### config.mk
export PLATFORM = sky130hd
export DESIGN_NAME = ir_run_encoder
export DESIGN_NICKNAME = d
export VERILOG_FILES = /design/src/rtl/ir_run_encoder.sv
export SDC_FILE = /design/constraint.sdc
export NUM_CORES = 1
export LEC_CHECK = 0
export ABC_CLOCK_PERIOD_IN_PS = 3300
export BUFFER_PORTS_ARGS = -buffer_cell sky130_fd_sc_hd__buf_2
export CAP_MARGIN = 20
export CORE_MARGIN = 10
export CORE_UTILIZATION = 58
export DETAILED_ROUTE_END_ITERATION = 7
export GPL_ROUTABILITY_DRIVEN = 1
export PLACE_DENSITY = 0.91
export SYNTH_ARGS = -nofsm -noshare
export SYNTH_HDL_FRONTEND = slang
export SYNTH_SLANG_ARGS = --single-unit
### constraint.sdc
create_clock -name clk -period 3.3 [get_ports clk]
set_clock_uncertainty 0.1 [all_clocks]
set_input_delay 0.66 -clock clk [delete_from_list [all_inputs] [get_ports clk]]
set_output_delay 0.66 -clock clk [all_outputs]
set_load 0.02 [all_outputs]
### src/rtl/ir_run_encoder.sv
module ir_run_encoder #(
  parameter int PRESCALE = 64,
  parameter int NOISE_W  = 6,
  parameter int IDLE_W   = 8,
  parameter int LEN_W    = 7
) (
  input  logic               clk,
  input  logic               rst_n,
  input  logic               glb_en,
  input  logic               rx_en,
  input  logic               invert,
  input  logic [NOISE_W-1:0] noise_thr,
  input  logic [IDLE_W-1:0]  idle_thr,
  input  logic               ir_raw,
  output logic               wr_en,
  output logic [LEN_W:0]     wr_data,
  output logic               pkt_end
);
  localparam int PC_W = (PRESCALE > 1) ? $clog2(PRESCALE) : 1;
  localparam logic [PC_W-1:0]  PC_LAST = PC_W'(PRESCALE - 1);
  localparam logic [LEN_W-1:0] LEN_MAX = '1;

  logic              sync1, sync2;
  logic [PC_W-1:0]   pcnt;
  logic              flt, cur, in_pkt;
  logic [NOISE_W-1:0] ncnt;
  logic [LEN_W-1:0]  len;
  logic [IDLE_W-1:0] idl;

  wire active  = glb_en & rx_en;
  wire tick    = active && (pcnt == PC_LAST);
  wire smp     = sync2 ^ invert;
  wire differ  = smp != flt;
  wire accept  = differ && (ncnt >= noise_thr);
  wire lvl     = accept ? smp : flt;

  always_ff @(posedge clk or negedge rst_n) begin
    if (!rst_n) begin
      sync1 <= 1'b0;
      sync2 <= 1'b0;
    end else begin
      sync1 <= ir_raw;
      sync2 <= sync1;
    end
  end

  always_ff @(posedge clk or negedge rst_n) begin
    if (!rst_n) begin
      pcnt <= '0; flt <= 1'b0; ncnt <= '0; cur <= 1'b0; in_pkt <= 1'b0;
      len <= '0; idl <= '0; wr_en <= 1'b0; wr_data <= '0; pkt_end <= 1'b0;
    end else if (!active) begin
      pcnt <= '0; flt <= 1'b0; ncnt <= '0; cur <= 1'b0; in_pkt <= 1'b0;
      len <= '0; idl <= '0; wr_en <= 1'b0; pkt_end <= 1'b0;
    end else begin
      wr_en   <= 1'b0;
      pkt_end <= 1'b0;
      pcnt    <= tick ? '0 : pcnt + 1'b1;
      if (tick) begin
        flt  <= lvl;
        ncnt <= (differ && !accept) ? ncnt + 1'b1 : '0;
        if (!in_pkt) begin
          if (lvl) begin
            in_pkt <= 1'b1;
            cur    <= 1'b1;
            len    <= '0;
          end
        end else if (lvl != cur) begin
          wr_en   <= 1'b1;
          wr_data <= {cur, len};
          cur     <= lvl;
          len     <= '0;
          idl     <= IDLE_W'(1);
        end else if (!cur && idl >= idle_thr) begin
          wr_en   <= 1'b1;
          wr_data <= {1'b0, len};
          pkt_end <= 1'b1;
          in_pkt  <= 1'b0;
        end else begin
          if (len == LEN_MAX) begin
            wr_en   <= 1'b1;
            wr_data <= {cur, len};
            len     <= '0;
          end else begin
            len <= len + 1'b1;
          end
          if (!cur) idl <= idl + 1'b1;
        end
      end
    end
  end
endmodule

Yosys cells after proc, flatten, opt, wreduce, memory -nomap -nowiden
Cells that the tools add are included.
Widths: inputs -> output; s select.
{ "totals": {"register_bits": 42, "out_inout_bits": 10, "elab_cells": 88} }
{ "classes": {"addsub": 4, "order_cmp": 2, "eq_ne": 11, "n_mux": 46, "n_bitwise": 2, "reduce_logical": 11} }
{ "op_table": {"columns": ["cell", "n"], "rows": [
  ["$mux 8", 9],
  ["$mux 7", 7],
  ["$mux 6", 5],
  ["$mux 1", 25],
  ["$add 6x1->6 const B", 2],
  ["$ne 3x2->1 const B", 3],
  ["$add 8x1->8 const B", 1],
  ["$ge 8x8->1", 1],
  ["$reduce_and 4->1", 2],
  ["$add 7x1->7 const B", 1],
  ["$eq 7x7->1 const B", 1],
  ["$eq 6x6->1 const B", 1],
  ["$ge 6x6->1", 1],
  ["$reduce_and 3->1", 2],
  ["$logic_and 1x1->1", 4],
  ["$ne 4x4->1 const B", 1],
  ["$ne 3x3->1 const B", 1],
  ["$reduce_bool 3->1", 1],
  ["$logic_not 1->1", 2],
  ["$ne 1x1->1", 2],
  ["$ne 2x1->1 const B", 1],
  ["$ne 2x2->1 const B", 1],
  ["$and 1x1->1", 1],
  ["$xor 1x1->1", 1]
]} }

Logic depth before layout (Yosys ltp)
Gate-level depths: netlist of the first run.
{ "logic_depth": {"word_depth": 9, "mapped_depth": 10, "depth_no_buf": 9} }

Worst setup path before layout of the first run
Ideal clock, no wire load.
{ "synth_timing": {"path_kind": "input to register", "start": "input port noise_thr[0]", "end": "register wr_data[0]", "t_arrival_ns": 2.621, "required_ns": 3.075, "path_slack_ns": 0.455, "cell_stages": 8, "n_path_buf": 0, "cell_sequence": "ha_1 -> nand2b_4 -> a21oi_2 -> o221ai_2 -> mux2_4 -> xnor2_2 -> a31oi_2 -> mux2_2"} }
{ "synth_between": {"elab_chain_cells": 6, "word_cells_on_any_way": 7} }
{ "synth_lines": {"columns": ["item", "line", "text"], "rows": [
  ["from (decl)", "12", "input logic [NOISE_W-1:0] noise_thr,"],
  ["$ge 6x6->1 *", "34", "wire accept = differ && (ncnt >= noise_thr);"],
  ["$logic_and 1x1->1 *", "34", null],
  ["$mux 1 *", "35", "wire lvl = accept ? smp : flt;"],
  ["$ne 1x1->1 *", "67", "end else if (lvl != cur) begin"],
  ["$reduce_bool 3->1 (no source line)", null, null],
  ["$reduce_and 4->1 (no source line)", null, null],
  ["to (signal assigned)", "69", "wr_data <= {cur, len};"],
  ["to (signal assigned)", "75", "wr_data <= {1'b0, len};"],
  ["to (signal assigned)", "81", "wr_data <= {cur, len};"],
  ["to (decl)", "16", "output logic [LEN_W:0] wr_data,"]
]} }
Every way passes the cells marked *; elsewhere a longest branch is shown, timed or not.
A chain may end at the register's enable or synchronous reset.

Worst setup path after layout of the first run
{ "layout_timing": {"start": "input port noise_thr[0]", "end": "register wr_data[1]"} }
The elaborated chain is that of the path after synthesis.

==> impl_metrics.tcl, run 1 <==
set metrics [dict create \
    synth_seq_cells 42 \
    r2r-end "wr_data[1]" \
    num_antenna_cells 0 \
    status "completed" \
    postCtsHoldBufs 0 \
    wl_um 5057 \
    cap_violations 0 \
    ys.flop_type "dfrtp_1" \
    cts.clk_slew.worst_paths_ns 0.07 \
    die-height_um 84.38 \
    synth_area_um2 2404 \
    dp_hpwl_um 3790 \
    grt_overflow 0 \
    io_pins 30 \
    setup_ws_ns 0.4883 \
    place_inst 331 \
    hp-class "reg -> reg" \
    gp_congestion 0.8623 \
    period_minus_slack_ns 2.812 \
    start_kind "input port" \
    worst_ir_drop_vdd_mv 0.2959 \
    yosys_warnings 0 \
    ys_types 43 \
    grt_use_total_pct 15.01 \
    min_period_over_period_pct 85.20 \
    synthTopCellsByCount "42 x dfrtp_1, 32 x nand2_1, 20 x inv_1, 18 x ha_1, 17 x o21ai_0" \
    num_vias 1925 \
    syn_nets 294 \
    pre_cts_ws_ns 0.1699 \
    worst_pin_slew_ns 0.8854 \
    path_max_fanout 10 \
    worstPathRequired_ns 3.38 \
    max-slew-margin-rel_pct 40.97 \
    finalSetupTns_ns 0 \
    hold_viol 0 \
    r2r_start "ncnt[0]" \
    power_uw 966.0 \
    async_reset_ff_share_pct 100.0 \
    post_cts_buffers 0 \
    path_class "in -> reg" \
    num-fill-cells 298 \
    fin_nets 326 \
    crit_path_end_kind "flop" \
    syn_inst 256 \
    synth_seq_area_share_pct 43.73 \
    powerDensity_nw_per_um2 356.1 \
    holdWs_ns 0.2592 \
    synth.most_common_cell "dfrtp_1" \
    clockRootBuffer "clkbuf_8" \
    dr.first_iter.drc_count 146 \
    synth_enable_flop_cells 0 \
    cts_tree "yes" \
    cts_made_buffers 5 \
    rows 23 \
    synth_area_leaders "dfrtp_1 44%, ha_1 9.4%, nand2_1 5.0%, o21ai_0 3.5%, mux2_2 3.3%" \
    area_delta_synth_final_pct 12.86 \
    regToRegSetupSlack_ns 0.50 \
    slew_viol_final 0 \
    final-setup-viol-count 0 \
    clock_sinks 42 \
    p_leak_uw 0.001268 \
    r2r_cells 9 \
    avgSynthCellArea_um2 9.389 \
    cp-startpoint "noise_thr[0]" \
    grt_first_pass_wirelength_um 9108 \
    cp.arrival_ns 2.89 \
    post-synth-top-area-cell "dfrtp_1" \
    rsz0062_at_grt "no" \
    finalNonFillerCells 339 \
    die_w_um 84.38 \
    grt_antenna_before_repair 0 \
    antenna_left 0 \
    drive_gt1_share_pct 19.38 \
    clock.fmax_mhz 355.7 \
    cts.repair.resized 0 \
    remaining_drc_errors 0 \
    start_util_pct 60.09 \
    core_area_um2 4000 \
    clockBufferDepth 2 \
    drtPass1Iterations 5 \
    io_buffers 29 \
    h-tree-depth 2 \
    synth_top_area_share_pct 43.73 \
    clock_latency_ns 0.29 \
    die-area_um2 7119 \
    wl_per_cell_um 14.92 \
    cp-endpoint "wr_data[1]" \
    grt_pass1_vias 1972 \
    grt_start_max_net_pins 43 \
    viasPerCell 5.678 \
]
how the worst min path moves through the flow:
stage / cells past startpoint / to / startpoint / slack, ns
2_1_floorplan: 0 / sync2 / sync1 / 0.23
3_3_place_gp: 0 / sync2 / sync1 / 0.23
3_5_place_dp: 0 / sync2 / sync1 / 0.24
4_1_cts: 0 / sync2 / sync1 / 0.26
5_1_grt: 0 / sync2 / sync1 / 0.28
6_report: 0 / sync2 / sync1 / 0.26
flip-flops by register name, summed over array words and instances, names as in the netlist:
name / flops
pkt_end: 1
ncnt: 6
pcnt: 6
wr_en: 1
flt: 1
cur: 1
sync1: 1
wr_data: 8
len: 7
in_pkt: 1
sync2: 1
idl: 8
power by group:
group | total (µW) | internal, µW | switching, µW
clock | 391 | 226 | 165
combinational | 56.5 | 22.0 | 34.4
sequential | 518 | 517 | 1.44
total | 966 | 765 | 201
worst max-delay path, cell delays in order:
cell and delay (ns):
buf_2 0.10, ha_1 0.28, nand2b_4 0.14, a21oi_2 0.15, o221ai_2 0.14, mux2_4 0.39
xnor2_2 0.17, a31oi_2 0.46, mux2_2 0.40
final cells by class:
| type | count | area (µm²) | share of cell area (%) |
|---|---|---|---|
| flip-flops and latches | 42 | 1051 | 38.75 |
| clock inverters | 1 | 30.03 | 1.107 |
| inverters | 20 | 75.07 | 2.768 |
| multi-input cells | 187 | 1250 | 46.08 |
| repair buffers | 32 | 167.7 | 6.181 |
| well taps | 50 | 62.56 | 2.306 |
| clock buffers | 7 | 76.32 | 2.814 |
cells in the final DEF, fill, tap and decap left out, types with 2 or more instances in the layout:
cell type	n
o22ai_1	4
xnor2_1	4
ha_1	18
o21ai_0	17
buf_4	3
or3_1	6
nor3_1	4
clkbuf_8	5
o211ai_1	3
clkbuf_1	2
nand2b_1	3
o31ai_1	2
or2_2	4
xor2_1	4
nand4_1	3
a41oi_1	2
dfrtp_1	42
nand2_1	32
a22oi_1	2
nor2_1	16
and2_1	2
o22a_1	2
nor2b_1	4
nand3_1	14
buf_2	29
mux2_2	7
a21oi_1	13
inv_1	20
and3_1	5
logic make-up (layout without fill, tap and decap cells):
logic type | Yosys count | count (layout) | synth area share, %
buffers and inverters | 27 | 60 | 4.268
XOR/XNOR | 9 | 9 | 3.592
flip-flops | 42 | 42 | 43.73
multiplexers | 9 | 9 | 4.321
adder cells (fa/ha/maj) | 18 | 18 | 9.370
AO/OA/AOI/OAI | 53 | 53 | 14.21
AND/OR/NAND/NOR | 98 | 98 | 20.51
layer usage:
layer / routed length [µm] / share of wire, % / track usage, % / vias up
li1: - / - / - / 960
met1: 2231 / 44 / 17.58 / 921
met2: 2540 / 50 / 25.80 / 38
met3: 235 / 4.6 / 4.638 / 6
met4: 49 / 0.97 / 4.192 / 0
met5: 0 / 0 / 0 / -
through the flow:
stage          utilization, %  area [µm²]
2_1_floorplan               -        2404
3_3_place_gp            65.15        2606
3_5_place_dp            65.15        2606
4_1_cts                 67.81        2713
5_1_grt                 67.81        2713
6_report                67.81        2713
Power figures use the tool's default switching activity.
==> run 2: changes to the inputs <==
Settings changed: CELL_PAD_IN_SITES_DETAIL_PLACEMENT set to 1, CELL_PAD_IN_SITES_GLOBAL_PLACEMENT set to 2, CORE_UTILIZATION 58 to 36, HOLD_SLACK_MARGIN set to 0.05, PLACE_DENSITY 0.91 to 0.9.
==> run 2 against run 1 <==
Maximum frequency barely moved. Clock-buffer cell count fell by 2. Clock power decreased by 20%. Sequential power is essentially flat. Final area grew 0.51%. Largest power group unchanged. Cell count rose by 8.0%.
==> impl_metrics.tcl, run 2 (synthesized netlist as in run 1, its figures left out) <==
set metrics [dict create \
    cts.clk_slew.worst_paths_ns 0.08 \
    r2r_start "ncnt[0]" \
    worst_pin_slew_ns 0.9271 \
    path_class "in -> reg" \
    cap_violations 0 \
    cts_tree "yes" \
    clockBufferDepth 2 \
    antenna_left 0 \
    core_area_um2 6422 \
    pre_cts_ws_ns 0.1655 \
    finalSetupTns_ns 0 \
    dp_hpwl_um 4261 \
    p_leak_uw 0.001264 \
    grt_start_max_net_pins 43 \
    crit_path_end_kind "flop" \
    drtPass1Iterations 4 \
    num_antenna_cells 0 \
    grt_pass1_vias 2110 \
    cp_cell_sequence "buf_2 > ha_1 > nand2b_4 > a21oi_2 > o221ai_2 > mux2_4 > or4b_4 > or3_1 > o211ai_1" \
    hp-class "reg -> reg" \
    rsz0062_at_grt "no" \
    clock_latency_ns 0.29 \
    io_buffers 29 \
    regToRegSetupSlack_ns 0.49 \
    worstPathRequired_ns 3.41 \
    grt_overflow 0 \
    status "completed" \
    viasPerCell 5.344 \
    min_period_over_period_pct 85.22 \
    path_max_fanout 10 \
    setup_ws_ns 0.4879 \
    start_kind "input port" \
    max-slew-margin-rel_pct 38.19 \
    slowest_delay_ns 0.57 \
    slew_viol_final 0 \
    num-fill-cells 768 \
    cp-startpoint "noise_thr[0]" \
    wl_um 5492 \
    die_w_um 101.7 \
    start_util_pct 37.42 \
    cp-endpoint "idl[7]" \
    cts_made_buffers 5 \
    slowest_stage "or4b_4" \
    hold_viol 0 \
    grt_antenna_before_repair 0 \
    r2r-end "idl[7]" \
    clock.fmax_mhz 355.6 \
    reg.largest.list "idl (8), wr_data (8), len (7)" \
    clockRootBuffer "clkbuf_8" \
    final-setup-viol-count 0 \
    final_cell_mix "42 x dfrtp_1, 32 x nand2_1, 29 x buf_2" \
    period_minus_slack_ns 2.812 \
    final_common_cell "dfrtp_1" \
    cp.arrival_ns 2.92 \
    post_cts_buffers 0 \
    worst_ir_drop_vdd_mv 0.1572 \
    io_pins 30 \
    gp_congestion 0.7587 \
    powerDensity_nw_per_um2 325.9 \
    clock_sinks 42 \
    rows 29 \
    cts.repair.resized 0 \
    die-height_um 101.7 \
    h-tree-depth 2 \
    area_delta_synth_final_pct 13.43 \
    die-area_um2 10340 \
    grt_use_total_pct 11.43 \
    dr.first_iter.drc_count 48 \
    drive_gt1_share_pct 20.07 \
    num_vias 1956 \
    fin_nets 327 \
    r2r_cells 9 \
    wl_per_cell_um 15.01 \
    remaining_drc_errors 0 \
    postCtsHoldBufs 0 \
    grt_first_pass_wirelength_um 9770 \
]
==> run 2: how the worst min path moves through the flow <==
stage / from / end / slack (ns) / cells after the start
after detailed placement: sync1 / sync2 / 0.24 / 0
after global routing: sync1 / sync2 / 0.26 / 0
after global placement: sync1 / sync2 / 0.23 / 0
final: sync1 / sync2 / 0.25 / 0
after CTS: sync1 / sync2 / 0.25 / 0
after floorplan: sync1 / sync2 / 0.23 / 0
==> run 2: through the flow <==
step	hold WS [ns]	total power (µW)	std cells	utilization, %	instance area, µm²
2_1_floorplan	0.2312	556.4	256	-	2404
3_3_place_gp	0.2326	585.6	359	41.22	2648
3_5_place_dp	0.2365	588.1	359	41.22	2648
4_1_cts	0.2543	905.6	366	42.45	2726
5_1_grt	0.2639	928.3	366	42.45	2726
6_report	0.2501	888.5	366	42.45	2726
==> run 2: area by class of cell <==
class	count	area, µm²	area share [%]
inverter	20	75.07	2.754
multi-input combinational	187	1250	45.85
sequential	42	1051	38.55
clock buffer	5	68.82	2.524
tap	77	96.34	3.534
clock inverter	2	10.01	0.3671
timing repair buffer	33	175.2	6.425
==> run 2: report_power, final <==
| part | internal, µW | switching (µW) |
|---|---|---|
| Sequential | 517 | 1.37 |
| Clock | 142 | 170 |
| Combinational | 22.0 | 36.1 |
| Total | 681 | 208 |
==> run 2: critical path: cells and delay by family <==
family / cells / cell delay, ns
muxes: 1 / 0.39
and+or+nand+nor: 3 / 1.08
buffers and inverters: 1 / 0.11
AOI/OAI and AO/OA: 3 / 0.38
adders and majority gates: 1 / 0.30
==> run 2: routing by layer <==
layer	part of all wire (%)	global-route usage, %	vias to the layer above	wire [µm]
li1	-	-	968	-
met1	47	13.96	954	2598
met2	47	19.18	28	2574
met3	4.7	3.131	6	258
met4	1.1	3.410	0	60
met5	0	0	-	0
